### config.mk
export PLATFORM = sky130hd
export DESIGN_NAME = tick_pulse_gen
export DESIGN_NICKNAME = d
export VERILOG_FILES = /design/src/rtl/tpg_pkg.sv /design/src/rtl/tpg_cfg_regs.sv /design/src/rtl/tpg_divider.sv /design/src/rtl/tpg_pulse_chan.sv /design/src/rtl/tick_pulse_gen.sv
export SDC_FILE = /design/constraint.sdc
export NUM_CORES = 1
export LEC_CHECK = 0
export BUFFER_PORTS_ARGS = -buffer_cell sky130_fd_sc_hd__clkbuf_2
export CORE_AREA = 4 4 141 89
export CTS_BUF_LIST = sky130_fd_sc_hd__clkbuf_8
export DETAILED_ROUTE_END_ITERATION = 8
export DIE_AREA = 0 0 145 93
export PLACE_DENSITY = 0.67
export RECOVER_POWER = 25
export SYNTH_ARGS = -nofsm -noshare
export SYNTH_HDL_FRONTEND = slang
export SYNTH_SLANG_ARGS = --single-unit
### constraint.sdc
create_clock -name clk -period 3 [get_ports clk]
set_input_delay 0.3 -clock clk [delete_from_list [all_inputs] [get_ports clk]]
set_output_delay 0.3 -clock clk [all_outputs]
set_load 0.02 [all_outputs]
### src/rtl/tpg_pkg.sv
package tpg_pkg;

  localparam int unsigned GRAN_W     = 3;
  localparam int unsigned TICK_CNT_W = 16;

  typedef logic [GRAN_W-1:0]     gran_code_t;
  typedef logic [TICK_CNT_W-1:0] tick_cnt_t;

  // Number of common ticks (10 us each at the nominal ratio) per code
  function automatic tick_cnt_t gran_ticks(input gran_code_t code);
    tick_cnt_t n;
    case (code)
      3'd0:    n = 16'd1;
      3'd1:    n = 16'd2;
      3'd2:    n = 16'd5;
      3'd3:    n = 16'd10;
      3'd4:    n = 16'd100;
      3'd5:    n = 16'd1000;
      3'd6:    n = 16'd10000;
      default: n = 16'd65535;
    endcase
    return n;
  endfunction

endpackage

### src/rtl/tpg_cfg_regs.sv
module tpg_cfg_regs
  import tpg_pkg::*;
#(
  parameter int unsigned DATA_W     = 32,
  parameter int unsigned DIV_W      = 9,
  parameter int unsigned DIV_EN_BIT = 31,
  parameter int unsigned NUM_CH     = 3
) (
  input  logic                           clk,
  input  logic                           rst_n,
  input  logic                           wr_i,
  input  logic                           sel_i,
  input  logic [DATA_W-1:0]              wdata_i,
  output logic [DIV_W-1:0]               div_val_o,
  output logic                           div_en_o,
  output logic [NUM_CH-1:0][GRAN_W-1:0]  codes_o,
  output logic [NUM_CH-1:0]              restart_o
);

  localparam int unsigned GRAN_FIELD_W = NUM_CH * GRAN_W;

  logic                          wr_div, wr_gran;
  logic [DIV_W-1:0]              div_val_q, div_val_d;
  logic                          div_en_q, div_en_d;
  logic [NUM_CH-1:0][GRAN_W-1:0] codes_q, codes_d;
  logic                          unused_wdata;

  assign wr_div       = wr_i && !sel_i;
  assign wr_gran      = wr_i && sel_i;
  assign unused_wdata = ^wdata_i;

  always_comb begin
    div_val_d = div_val_q;
    div_en_d  = div_en_q;
    if (wr_div) begin
      div_val_d = wdata_i[DIV_W-1:0];
      div_en_d  = wdata_i[DIV_EN_BIT];
    end
  end

  generate
    for (genvar ch = 0; ch < NUM_CH; ch++) begin : g_field
      always_comb begin
        codes_d[ch] = codes_q[ch];
        if (wr_gran) codes_d[ch] = wdata_i[ch*GRAN_W +: GRAN_W];
      end
      // restart is evaluated on the write edge itself
      assign restart_o[ch] = wr_gran && (wdata_i[ch*GRAN_W +: GRAN_W] != codes_q[ch]);
    end
  endgenerate

  always_ff @(posedge clk or negedge rst_n) begin
    if (!rst_n) begin
      div_val_q <= '0;
      div_en_q  <= 1'b0;
      codes_q   <= '0;
    end else begin
      div_val_q <= div_val_d;
      div_en_q  <= div_en_d;
      codes_q   <= codes_d;
    end
  end

  assign div_val_o = div_val_q;
  assign div_en_o  = div_en_q;
  assign codes_o   = codes_q;

  // Divider word only changes on a write that selects it
  p_div_hold_r2: assert property (@(posedge clk) disable iff (!rst_n)
    !wr_div |=> ($stable(div_val_o) && $stable(div_en_o)));

  // Granularity word only changes on a write that selects it
  p_code_hold_r5: assert property (@(posedge clk) disable iff (!rst_n)
    !wr_gran |=> $stable(codes_o));

  // Sanity on the field width against the data word
  initial begin
    if (GRAN_FIELD_W > DATA_W || DIV_W > DATA_W || DIV_EN_BIT >= DATA_W)
      $error("tpg_cfg_regs: field layout does not fit the data word");
  end

endmodule

### src/rtl/tpg_divider.sv
module tpg_divider #(
  parameter int unsigned DIV_W = 9
) (
  input  logic             clk,
  input  logic             rst_n,
  input  logic             en_i,
  input  logic [DIV_W-1:0] val_i,
  input  logic             ref_en_i,
  output logic             tick_o
);

  logic [DIV_W-1:0] cnt_q, cnt_d;
  logic             tick_q, tick_d;
  logic             wrap;

  // >= keeps the count bounded even if the value shrinks
  assign wrap = (cnt_q >= val_i);

  always_comb begin
    cnt_d  = cnt_q;
    tick_d = 1'b0;
    if (!en_i) begin
      cnt_d = '0;
    end else if (ref_en_i) begin
      if (wrap) begin
        cnt_d  = '0;
        tick_d = 1'b1;
      end else begin
        cnt_d = DIV_W'(cnt_q + 1'b1);
      end
    end
  end

  always_ff @(posedge clk or negedge rst_n) begin
    if (!rst_n) begin
      cnt_q  <= '0;
      tick_q <= 1'b0;
    end else begin
      cnt_q  <= cnt_d;
      tick_q <= tick_d;
    end
  end

  assign tick_o = tick_q;

  p_cnt_cleared_r4: assert property (@(posedge clk) disable iff (!rst_n)
    !en_i |=> (cnt_q == '0));

  p_cnt_range_r3: assert property (@(posedge clk) disable iff (!rst_n)
    en_i |-> (cnt_q <= val_i));

  p_tick_needs_ref_r3: assert property (@(posedge clk) disable iff (!rst_n)
    tick_q |-> $past(ref_en_i && en_i));

endmodule

### src/rtl/tpg_pulse_chan.sv
module tpg_pulse_chan
  import tpg_pkg::*;
(
  input  logic       clk,
  input  logic       rst_n,
  input  logic       en_i,
  input  logic       tick_i,
  input  logic       restart_i,
  input  gran_code_t code_i,
  output logic       pulse_o
);

  tick_cnt_t pcnt_q, pcnt_d;
  tick_cnt_t limit;
  logic      pulse_q, pulse_d;

  assign limit = gran_ticks(code_i);

  always_comb begin
    pcnt_d  = pcnt_q;
    pulse_d = 1'b0;
    if (!en_i || restart_i) begin
      pcnt_d = '0;
    end else if (tick_i) begin
      if (pcnt_q >= limit - 16'd1) begin
        pcnt_d  = '0;
        pulse_d = 1'b1;
      end else begin
        pcnt_d = pcnt_q + 16'd1;
      end
    end
  end

  always_ff @(posedge clk or negedge rst_n) begin
    if (!rst_n) begin
      pcnt_q  <= '0;
      pulse_q <= 1'b0;
    end else begin
      pcnt_q  <= pcnt_d;
      pulse_q <= pulse_d;
    end
  end

  assign pulse_o = pulse_q;

  p_pulse_after_tick_r7: assert property (@(posedge clk) disable iff (!rst_n)
    pulse_q |-> $past(tick_i));

  p_pcnt_range_r7: assert property (@(posedge clk) disable iff (!rst_n)
    pcnt_q < limit);

  p_restart_clears_r8: assert property (@(posedge clk) disable iff (!rst_n)
    restart_i |=> (pcnt_q == '0 && !pulse_q));

  p_disable_clears_r4: assert property (@(posedge clk) disable iff (!rst_n)
    !en_i |=> (pcnt_q == '0));

endmodule

### src/rtl/tick_pulse_gen.sv
module tick_pulse_gen
  import tpg_pkg::*;
#(
  parameter int unsigned DATA_W     = 32,
  parameter int unsigned DIV_W      = 9,
  parameter int unsigned DIV_EN_BIT = 31,
  parameter int unsigned NUM_CH     = 3
) (
  input  logic              clk,
  input  logic              rst_n,
  input  logic              ref_en_i,
  input  logic              cfg_wr_i,
  input  logic              cfg_sel_i,
  input  logic [DATA_W-1:0] cfg_wdata_i,
  output logic              base_tick_o,
  output logic [NUM_CH-1:0] pulse_o
);

  localparam int unsigned SYNC_STAGES = 2;

  logic [SYNC_STAGES-1:0]        rst_sync_q;
  logic                          rst_n_int;
  logic [DIV_W-1:0]              div_val;
  logic                          div_en;
  logic [NUM_CH-1:0][GRAN_W-1:0] codes;
  logic [NUM_CH-1:0]             restart;
  logic                          tick_raw;
  logic [NUM_CH-1:0]             pulse_raw;

  // reset asserts at once, releases after SYNC_STAGES edges
  always_ff @(posedge clk or negedge rst_n) begin
    if (!rst_n) rst_sync_q <= '0;
    else        rst_sync_q <= {rst_sync_q[SYNC_STAGES-2:0], 1'b1};
  end
  assign rst_n_int = rst_sync_q[SYNC_STAGES-1];

  tpg_cfg_regs #(
    .DATA_W     (DATA_W),
    .DIV_W      (DIV_W),
    .DIV_EN_BIT (DIV_EN_BIT),
    .NUM_CH     (NUM_CH)
  ) i_cfg (
    .clk       (clk),
    .rst_n     (rst_n_int),
    .wr_i      (cfg_wr_i),
    .sel_i     (cfg_sel_i),
    .wdata_i   (cfg_wdata_i),
    .div_val_o (div_val),
    .div_en_o  (div_en),
    .codes_o   (codes),
    .restart_o (restart)
  );

  tpg_divider #(
    .DIV_W (DIV_W)
  ) i_div (
    .clk      (clk),
    .rst_n    (rst_n_int),
    .en_i     (div_en),
    .val_i    (div_val),
    .ref_en_i (ref_en_i),
    .tick_o   (tick_raw)
  );

  generate
    for (genvar ch = 0; ch < NUM_CH; ch++) begin : g_chan
      tpg_pulse_chan i_chan (
        .clk       (clk),
        .rst_n     (rst_n_int),
        .en_i      (div_en),
        .tick_i    (tick_raw),
        .restart_i (restart[ch]),
        .code_i    (codes[ch]),
        .pulse_o   (pulse_raw[ch])
      );
    end
  endgenerate

  // Outputs are silenced in the cycle the enable drops
  assign base_tick_o = tick_raw & div_en;
  assign pulse_o     = pulse_raw & {NUM_CH{div_en}};

  p_quiet_in_reset_r1: assert property (@(posedge clk)
    !rst_n_int |=> (!base_tick_o && pulse_o == '0));

endmodule

==> results.md, run 1 <==
- Outcome: finished, violations left
- Violations in the final reports: capacitance limit, slew limit
- Core Region: 11100 um2
- Crit path buf inv count: 1
- Internal power summed over all cells: 1660 uW
- Die extent in x: 145 um
- Crit Path Class: reg2reg
- Share of the synthesized area in compound gates (AO/OA/AOI/OAI): 13.1%
- Iteration-0 DRC count of the detailed router: between 400 and 500
- Layout cell share with drive strength beyond 1: 10.9%
- Library cell contributing the largest single delay on the critical path: sky130_fd_sc_hd__or4b_1
- Fin cells: 769
- Slew @ Worst Pin: 1.75 ns
- Path type of the worst min-delay path: in2reg
- Largest delay share family, worst path: simple AND/OR/NAND/NOR gates
- Row Count: 30
- Portion of the post-synthesis area used by sequential elements: 37.2%
- Average vias per placed instance: 5.82
- Arrival time at the worst endpoint: 3.07 ns
- Top-Level Pins: 41
- Total routing usage reported by global routing: 18.9%
- Post-synthesis async set-or-reset flop share: 100%
- Overall routed net length: 12.4 mm
- Number of antenna repair diodes: 0
- Register clock-pin slew on the reported worst setup and hold paths: 0.08 ns
- Initial core utilization: 49.5%
- Htree depth: 3
- Type of origin of the critical path: flip-flop
- Number of I/O port buffers: 18
- Critical path peak fanout: 16
- Post-synthesis share of cell area spent on xor and xnor gates: 6.51%
- HPWL reported at the end of detailed placement: between 9 and 10 mm
- DRC errors left: 0
- Wire length of the first global-routing pass: 21.1 mm
- Area post-placement: roughly 5700 um2
- Endpoints failing hold: 0
- Min Tclk post-route: 2.84 ns
- FMAX: 352 MHz
- Post-synthesis simple-gate area fraction: 22.8%
- Total number of vias: around 4500
- Average cell area after synthesis: around 9 um2
- Post-synthesis instance total: 606
- Final count of pins violating max slew: 81
- Relative slew margins: -16.8%
- Area Overhead vs Synth: 7.41%
- Final clock skew: 0.0105 ns
- Number of cells on the worst hold path: 2
- Cell Count Post-Placement: 748
- Clock root buffer master: sky130_fd_sc_hd__clkbuf_8
- Prevailing post-synth register cell: sky130_fd_sc_hd__dfrtp_1
- Final non-filler cell area: 5930 um2
- Number of global-route vias before repair: 4404
- Adder-cell share of the synthesized area: 13.8%
- Final number of setup-violating endpoints: 0
- TritonCTS clock tree: yes
- Clock network fraction of design power: 28.4%
- Portion of netlist area occupied by mux cells: under 10%
- Power Density: 415 nW/um2
- Number of different library cells in the post-synthesis netlist: 52
- Worst vdd rail ir drop: between 0.2 and 0.25 mV
- Endpoint of the worst register-to-register path: g_chan[2].i_chan.pcnt_q[3]
- Net Sw Frac: 32.6%
- Count of yosys warnings during synthesis: 0
- Yosys reg bits: 82
- R2R cell count: 9
- Leakage power total: 0.00274 uW
- Clock latency on the worst-skew pair: 0.36 ns
- Tcrit/Tclk final: between 90% and 100%
- # clock sinks: between 80 and 90
- Syn nets: 704
- Overflow after GRT: 0
- Max Cap Violations: 1
- Pin count of the biggest net entering global routing: 81
- Number of enable-type register cells in the synthesized netlist: 0
- Number of buffers created by CTS: 9
- Number of antenna violations at the first check in global routing: 0
- Area of the die: 13500 um2
- R2R Path Start: i_cfg.codes_o[8]
- Share of the core filled with cells in the final layout: 53.2%
- Ordered list of cells on the worst path: buf_4, nand2_1, ha_1, nand4_1, nor3_1, or4b_1, and3_4, o211ai_4, nor2_1
- Die outline height: 93 um
- NetSw: 800 uW
- Final layout net count: 718
- Part of the power in registers: 50.7%
- Routed length per placed instance: about 16 um
- Dominant combinational cell family by area after synthesis: simple AND/OR/NAND/NOR gates
- Hold path start: cfg_wdata_i[31]
- Placer congestion estimate: 0.862
- Flop-to-flop setup slack: about 0.16 ns
- Mapped cell area: 5520 um2
- Logic pwr share: 20.9%
- Remaining antenna violation count after routing: 0
- Number of detailed-route iterations in the first pass: 5
- Longest individual stage delay on the worst path: 0.56 ns
- Kind of capture point of the worst setup path: flip-flop
- Data required time at the worst endpoint: ~3.2 ns
- Hold endpoint: i_cfg.div_en_o
- Deepest clock path buffer count: 2
## power groups by stage
stage,combinational [uW],clock (uW),sequential (uW)
final,514,697,1250
after global routing,582,771,1260
after CTS,498,719,1250
after detailed placement,493,0,1270
after global placement,459,0,1260
after floorplan,416,0,1210
## cells in the final DEF, fill, tap and decap left out, types with 4 or more instances in the layout
master / Yosys / layout
sky130_fd_sc_hd__ha_1: 61 / 61
sky130_fd_sc_hd__dfrtp_1: 82 / 78
sky130_fd_sc_hd__xor2_1: 18 / 18
sky130_fd_sc_hd__dfrtp_2: 0 / 4
sky130_fd_sc_hd__a221o_1: 5 / 5
sky130_fd_sc_hd__nand2_1: 70 / 70
sky130_fd_sc_hd__mux2_2: 13 / 13
sky130_fd_sc_hd__and4_1: 7 / 7
sky130_fd_sc_hd__nand3_1: 43 / 43
sky130_fd_sc_hd__clkbuf_8: 0 / 9
sky130_fd_sc_hd__and2_1: 10 / 10
sky130_fd_sc_hd__a21oi_1: 19 / 19
sky130_fd_sc_hd__xnor2_1: 23 / 23
sky130_fd_sc_hd__nor3_1: 11 / 11
sky130_fd_sc_hd__o21ai_0: 40 / 40
sky130_fd_sc_hd__inv_1: 26 / 28
sky130_fd_sc_hd__buf_4: 0 / 8
sky130_fd_sc_hd__nand4_1: 17 / 17
sky130_fd_sc_hd__o21a_1: 11 / 11
sky130_fd_sc_hd__and3_1: 14 / 14
sky130_fd_sc_hd__nand2b_1: 7 / 7
sky130_fd_sc_hd__nor2_1: 52 / 52
sky130_fd_sc_hd__a21o_1: 8 / 8
sky130_fd_sc_hd__clkbuf_2: 0 / 16
## per-layer routing
| metal | part of all wire, % | track usage [%] |
|---|---|---|
| met5 | 0 | 0 |
| met4 | 1.3 | 5.06 |
| met3 | 5.2 | 4.07 |
| met2 | 44 | 29.4 |
| met1 | 50 | 27.0 |
## per-stage QoR
step	hold WS (ns)	TNS (ns)	setup slack [ns]	power [uW]
6_report	0.178	0	0.157	2460
4_1_cts	0.162	0	0.0214	2470
3_5_place_dp	0.0885	0	0.0553	1760
2_1_floorplan	0.00441	0	0.469	1630
5_1_grt	0.156	-0.0279	-0.0237	2620
3_3_place_gp	0.0874	0	0.259	1720
## worst max path at each step
stage,startpoint,endpoint,slack [ns],cells past startpoint
final,i_cfg.codes_o[8],g_chan[2].i_chan.pcnt_q[3],0.16,9
after global routing,i_cfg.codes_o[8],g_chan[2].i_chan.pcnt_q[7],-0.02,9
after CTS,i_cfg.codes_o[8],g_chan[2].i_chan.pcnt_q[14],0.02,9
after detailed placement,i_cfg.codes_o[8],g_chan[2].i_chan.pcnt_q[15],0.06,9
after global placement,i_cfg.codes_o[8],g_chan[2].i_chan.pcnt_q[14],0.26,9
after floorplan,i_cfg.codes_o[8],g_chan[2].i_chan.pcnt_q[10],0.47,10
## cell type report
cell class | instances | area (um2)
multi-input cells | 473 | 3270
flip-flops and latches | 82 | 2060
clock inverters | 7 | 38.8
clock buffers | 9 | 124
inverters | 26 | 97.6
repair buffers | 28 | 161
fillers | 1013 | 5220
well taps | 144 | 180
## synth_stat cells (all sizes together), types with 3 or more instances
cell	count	area [um2]
nor2b	3	18.8
a21oi	20	104
and4	7	61.3
ha	61	763
nand4	17	106
a31o	3	26.3
a2111oi	3	26.3
o211ai	5	56.3
a21o	8	60.1
inv	26	97.6
xor2	18	158
a211o	3	26.3
dfrtp	82	2050
o21a	11	82.6
nand3	43	215
and3	15	98.8
nand2b	7	43.8
clkbuf	16	60.1
o21ai	40	200
and2	10	62.6
xnor2	23	201
nand2	70	263
nor2	52	195
a221o	5	50.1
nor3	11	55.1
a22o	3	26.3
buf	9	56.3
mux2	13	146
nor4	4	40.0
## kinds of logic (layout without fill, tap and decap cells)
family / Yosys count / after routing
multiplexers: 13 / 13
buffers and inverters: 51 / 70
AO/OA/AOI/OAI: 107 / 107
flip-flops: 82 / 82
AND/OR/NAND/NOR: 250 / 250
other: 1 / 1
XOR/XNOR: 41 / 41
adder cells (fa/ha/maj): 61 / 61
## sequential cells by signal, summed over array words and instances, names as in the netlist
name                   count
i_cfg.codes_o              9
g_chan.i_chan.pcnt_q      48
i_cfg.div_val_o            9
rst_sync_q                 2
i_cfg.div_en_o             1
i_div.cnt_q                9
i_div.tick_o               1
g_chan.i_chan.pulse_o      3
## worst register-to-register path, cell delays in order (launching register included)
cell	delay, ns
sky130_fd_sc_hd__dfrtp_2	0.52
sky130_fd_sc_hd__buf_4	0.16
sky130_fd_sc_hd__nand2_1	0.06
sky130_fd_sc_hd__ha_1	0.30
sky130_fd_sc_hd__nand4_1	0.12
sky130_fd_sc_hd__nor3_1	0.33
sky130_fd_sc_hd__or4b_1	0.56
sky130_fd_sc_hd__and3_4	0.23
sky130_fd_sc_hd__o211ai_4	0.34
sky130_fd_sc_hd__nor2_1	0.10
## timing repair
item / CTS / global route
setup endpoints to repair: 0 / 16
hold endpoints to repair: 2 / 0
gates resized for setup: 0 / 6
setup buffers: 0 / 4
hold buffers: 1 / 0
(Power assumes the default switching activity.)
==> run 2, diff against run 1 <==
--- a/config.mk
+++ b/config.mk
@@ -10,7 +10,7 @@
 export CTS_BUF_LIST = sky130_fd_sc_hd__clkbuf_8
 export DETAILED_ROUTE_END_ITERATION = 8
 export DIE_AREA = 0 0 145 93
-export PLACE_DENSITY = 0.67
+export PLACE_DENSITY = 0.7
 export RECOVER_POWER = 25
 export SYNTH_ARGS = -nofsm -noshare
 export SYNTH_HDL_FRONTEND = slang
==> results.md, run 2 (synthesized netlist as in run 1, its figures left out) <==
- Final count of pins violating max slew: 81
- Cell Count Post-Placement: 749
- Clock network fraction of design power: between 30% and 40%
- Logic pwr share: 18.7%
- Leakage power total: 0.00274 uW
- Final layout net count: 715
- Max Cap Violations: 1
- Overall routed net length: around 12 mm
- Number of global-route vias before repair: roughly 4200
- Type of origin of the critical path: flip-flop
- Number of detailed-route iterations in the first pass: 6
- Internal power summed over all cells: 1900 uW
- Area Overhead vs Synth: 8.05%
- Sequential standard cell area: just over 2000 um2
- Relative slew margins: -16.6%
- Worst vdd rail ir drop: 0.265 mV
- Min Tclk post-route: 2.79 ns
- Slew @ Worst Pin: 1.75 ns
- Deepest clock path buffer count: 2
- Clock root buffer master: sky130_fd_sc_hd__clkbuf_8
- Part of the power in registers: 45.9%
- Post-CTS setup repair buffer count: 0
- Crit Path Class: reg2reg
- Die outline height: 93 um
- Fin cells: 766
- Max FFs per register: 48
- Row Count: 30
- Smallest hold slack: between 0.15 and 0.2 ns
- FMAX: 358 MHz
- Placer congestion estimate: 0.881
- NetSw: 809 uW
- Net Sw Frac: between 20% and 30%
- Total routing usage reported by global routing: 19.0%
- Htree depth: 3
- Path type of the worst min-delay path: in2reg
- Top-Level Pins: 41
- Most common cell after layout, fill and taps aside: sky130_fd_sc_hd__dfrtp_1
- Layout cell share with drive strength beyond 1: roughly 10%
- HPWL reported at the end of detailed placement: 9.27 mm
- Average vias per placed instance: approximately 5.8
- Top library cells by usage in the layout, fill and taps aside: sky130_fd_sc_hd__dfrtp_1 (78), sky130_fd_sc_hd__nand2_1 (70), sky130_fd_sc_hd__ha_1 (61)
- Number of I/O port buffers: 18
- Kind of capture point of the worst setup path: flip-flop
- Remaining antenna violation count after routing: 0
- Arrival time at the worst endpoint: 3.10 ns
- TritonCTS clock tree: yes
- Initial core utilization: about half
- Outcome: finished, violations left
- Violations in the final reports: capacitance limit, slew limit
- # clock sinks: 82
- Die extent in x: 145 um
- Number of antenna violations at the first check in global routing: 0
- Iteration-0 DRC count of the detailed router: 305
- Tcrit/Tclk final: 93.2%
- Register clock-pin slew on the reported worst setup and hold paths: about 0.090 ns
- Core Region: 11100 um2
- Endpoints failing hold: 0
- Largest register by flop count: g_chan.i_chan.pcnt_q
- Data required time at the worst endpoint: ~3.3 ns
- Area of the multi-input gates: 3260 um2
- Power Density: 455 nW/um2
- Area post-placement: 5720 um2
- Routed length per placed instance: 16.2 um
- Layout fillers: 1015
- Unrepaired setup endpoints after global routing: no
- Overflow after GRT: 0
- Fin Setup TNS: 0 ns
- Pin count of the biggest net entering global routing: 81
- Number of buffers created by CTS: 9
- Wire length of the first global-routing pass: 20.9 mm
- Area of the die: 13500 um2
- Total number of vias: 4445
- DRC errors left: 0
- Critical path peak fanout: 8
- Final non-filler cell area: 5960 um2
- Final number of setup-violating endpoints: 0
- Final clock skew: 0.00758 ns
- Number of antenna repair diodes: 0
- Clock latency on the worst-skew pair: 0.36 ns
run 2: area by class of cell:
class	instances	area share [%]
repair buffers	25	2.25
clock buffers	9	2.08
well taps	144	3.02
flip-flops and latches	82	34.5
clock inverters	7	1.85
inverters	26	1.64
multi-input cells	473	54.7
run 2: power groups by stage:
stage,registers (uW),logic [uW],clock network [uW]
5_1_grt,1260,573,1030
4_1_cts,1240,504,988
2_1_floorplan,1210,416,0
3_5_place_dp,1270,498,0
3_3_place_gp,1260,466,0
6_report,1250,508,959
run 2: critical path, cell delays in order, from the launching register on:
cell and delay, ns:
sky130_fd_sc_hd__dfrtp_1 0.46, sky130_fd_sc_hd__nand3_1 0.17, sky130_fd_sc_hd__o21a_1 0.14, sky130_fd_sc_hd__ha_1 0.26, sky130_fd_sc_hd__nand2b_1 0.15, sky130_fd_sc_hd__a2111oi_0 0.51
sky130_fd_sc_hd__o32a_1 0.28, sky130_fd_sc_hd__nand4_1 0.29, sky130_fd_sc_hd__o21ai_0 0.33, sky130_fd_sc_hd__a21o_1 0.15
run 2: what timing repair did:
action	in CTS	in global routing
hold buffers	1	0
endpoints found under the hold margin	2	0
resized for setup	0	5
endpoints found under the setup margin	0	14
run 2: through the flow:
stage / total power [uW] / utilization, % / setup slack, ns
after floorplan: 1630 / - / 0.469
after global placement: 1730 / 51.3 / 0.302
after detailed placement: 1760 / 51.3 / 0.171
after CTS: 2740 / 53.5 / 0.113
after global routing: 2860 / 53.5 / 0.0423
final: 2710 / 53.5 / 0.205
run 2: per-layer routing:
metal	track usage [%]	wire [um]	share of wire, %	vias to the layer above
li1	-	-	-	2170
met4	4.51	148	1.2	0
met5	0	0	0	-
met3	4.41	643	5.2	15
met2	28.5	5340	43	103
met1	27.8	6250	50	2157
run 2: path summary, 6_finish.rpt:
| kind | from | to | slack, ns | cells after the start |
|---|---|---|---|---|
| setup / recovery | i_cfg.codes_o[0] | g_chan[0].i_chan.pcnt_q[13] | 0.21 | 9 |
| hold / removal | cfg_wdata_i[31] | i_cfg.div_en_o | 0.16 | 2 |
| hold reg to reg | rst_sync_q[0] | rst_sync_q[1] | 0.35 | 0 |
| max in group asynchronous | rst_sync_q[1] | i_cfg.codes_o[6] | 1.10 | 0 |
| min in group asynchronous | rst_n | rst_sync_q[1] | 0.25 | 2 |
| setup reg to reg | i_cfg.codes_o[0] | g_chan[0].i_chan.pcnt_q[13] | 0.21 | 9 |
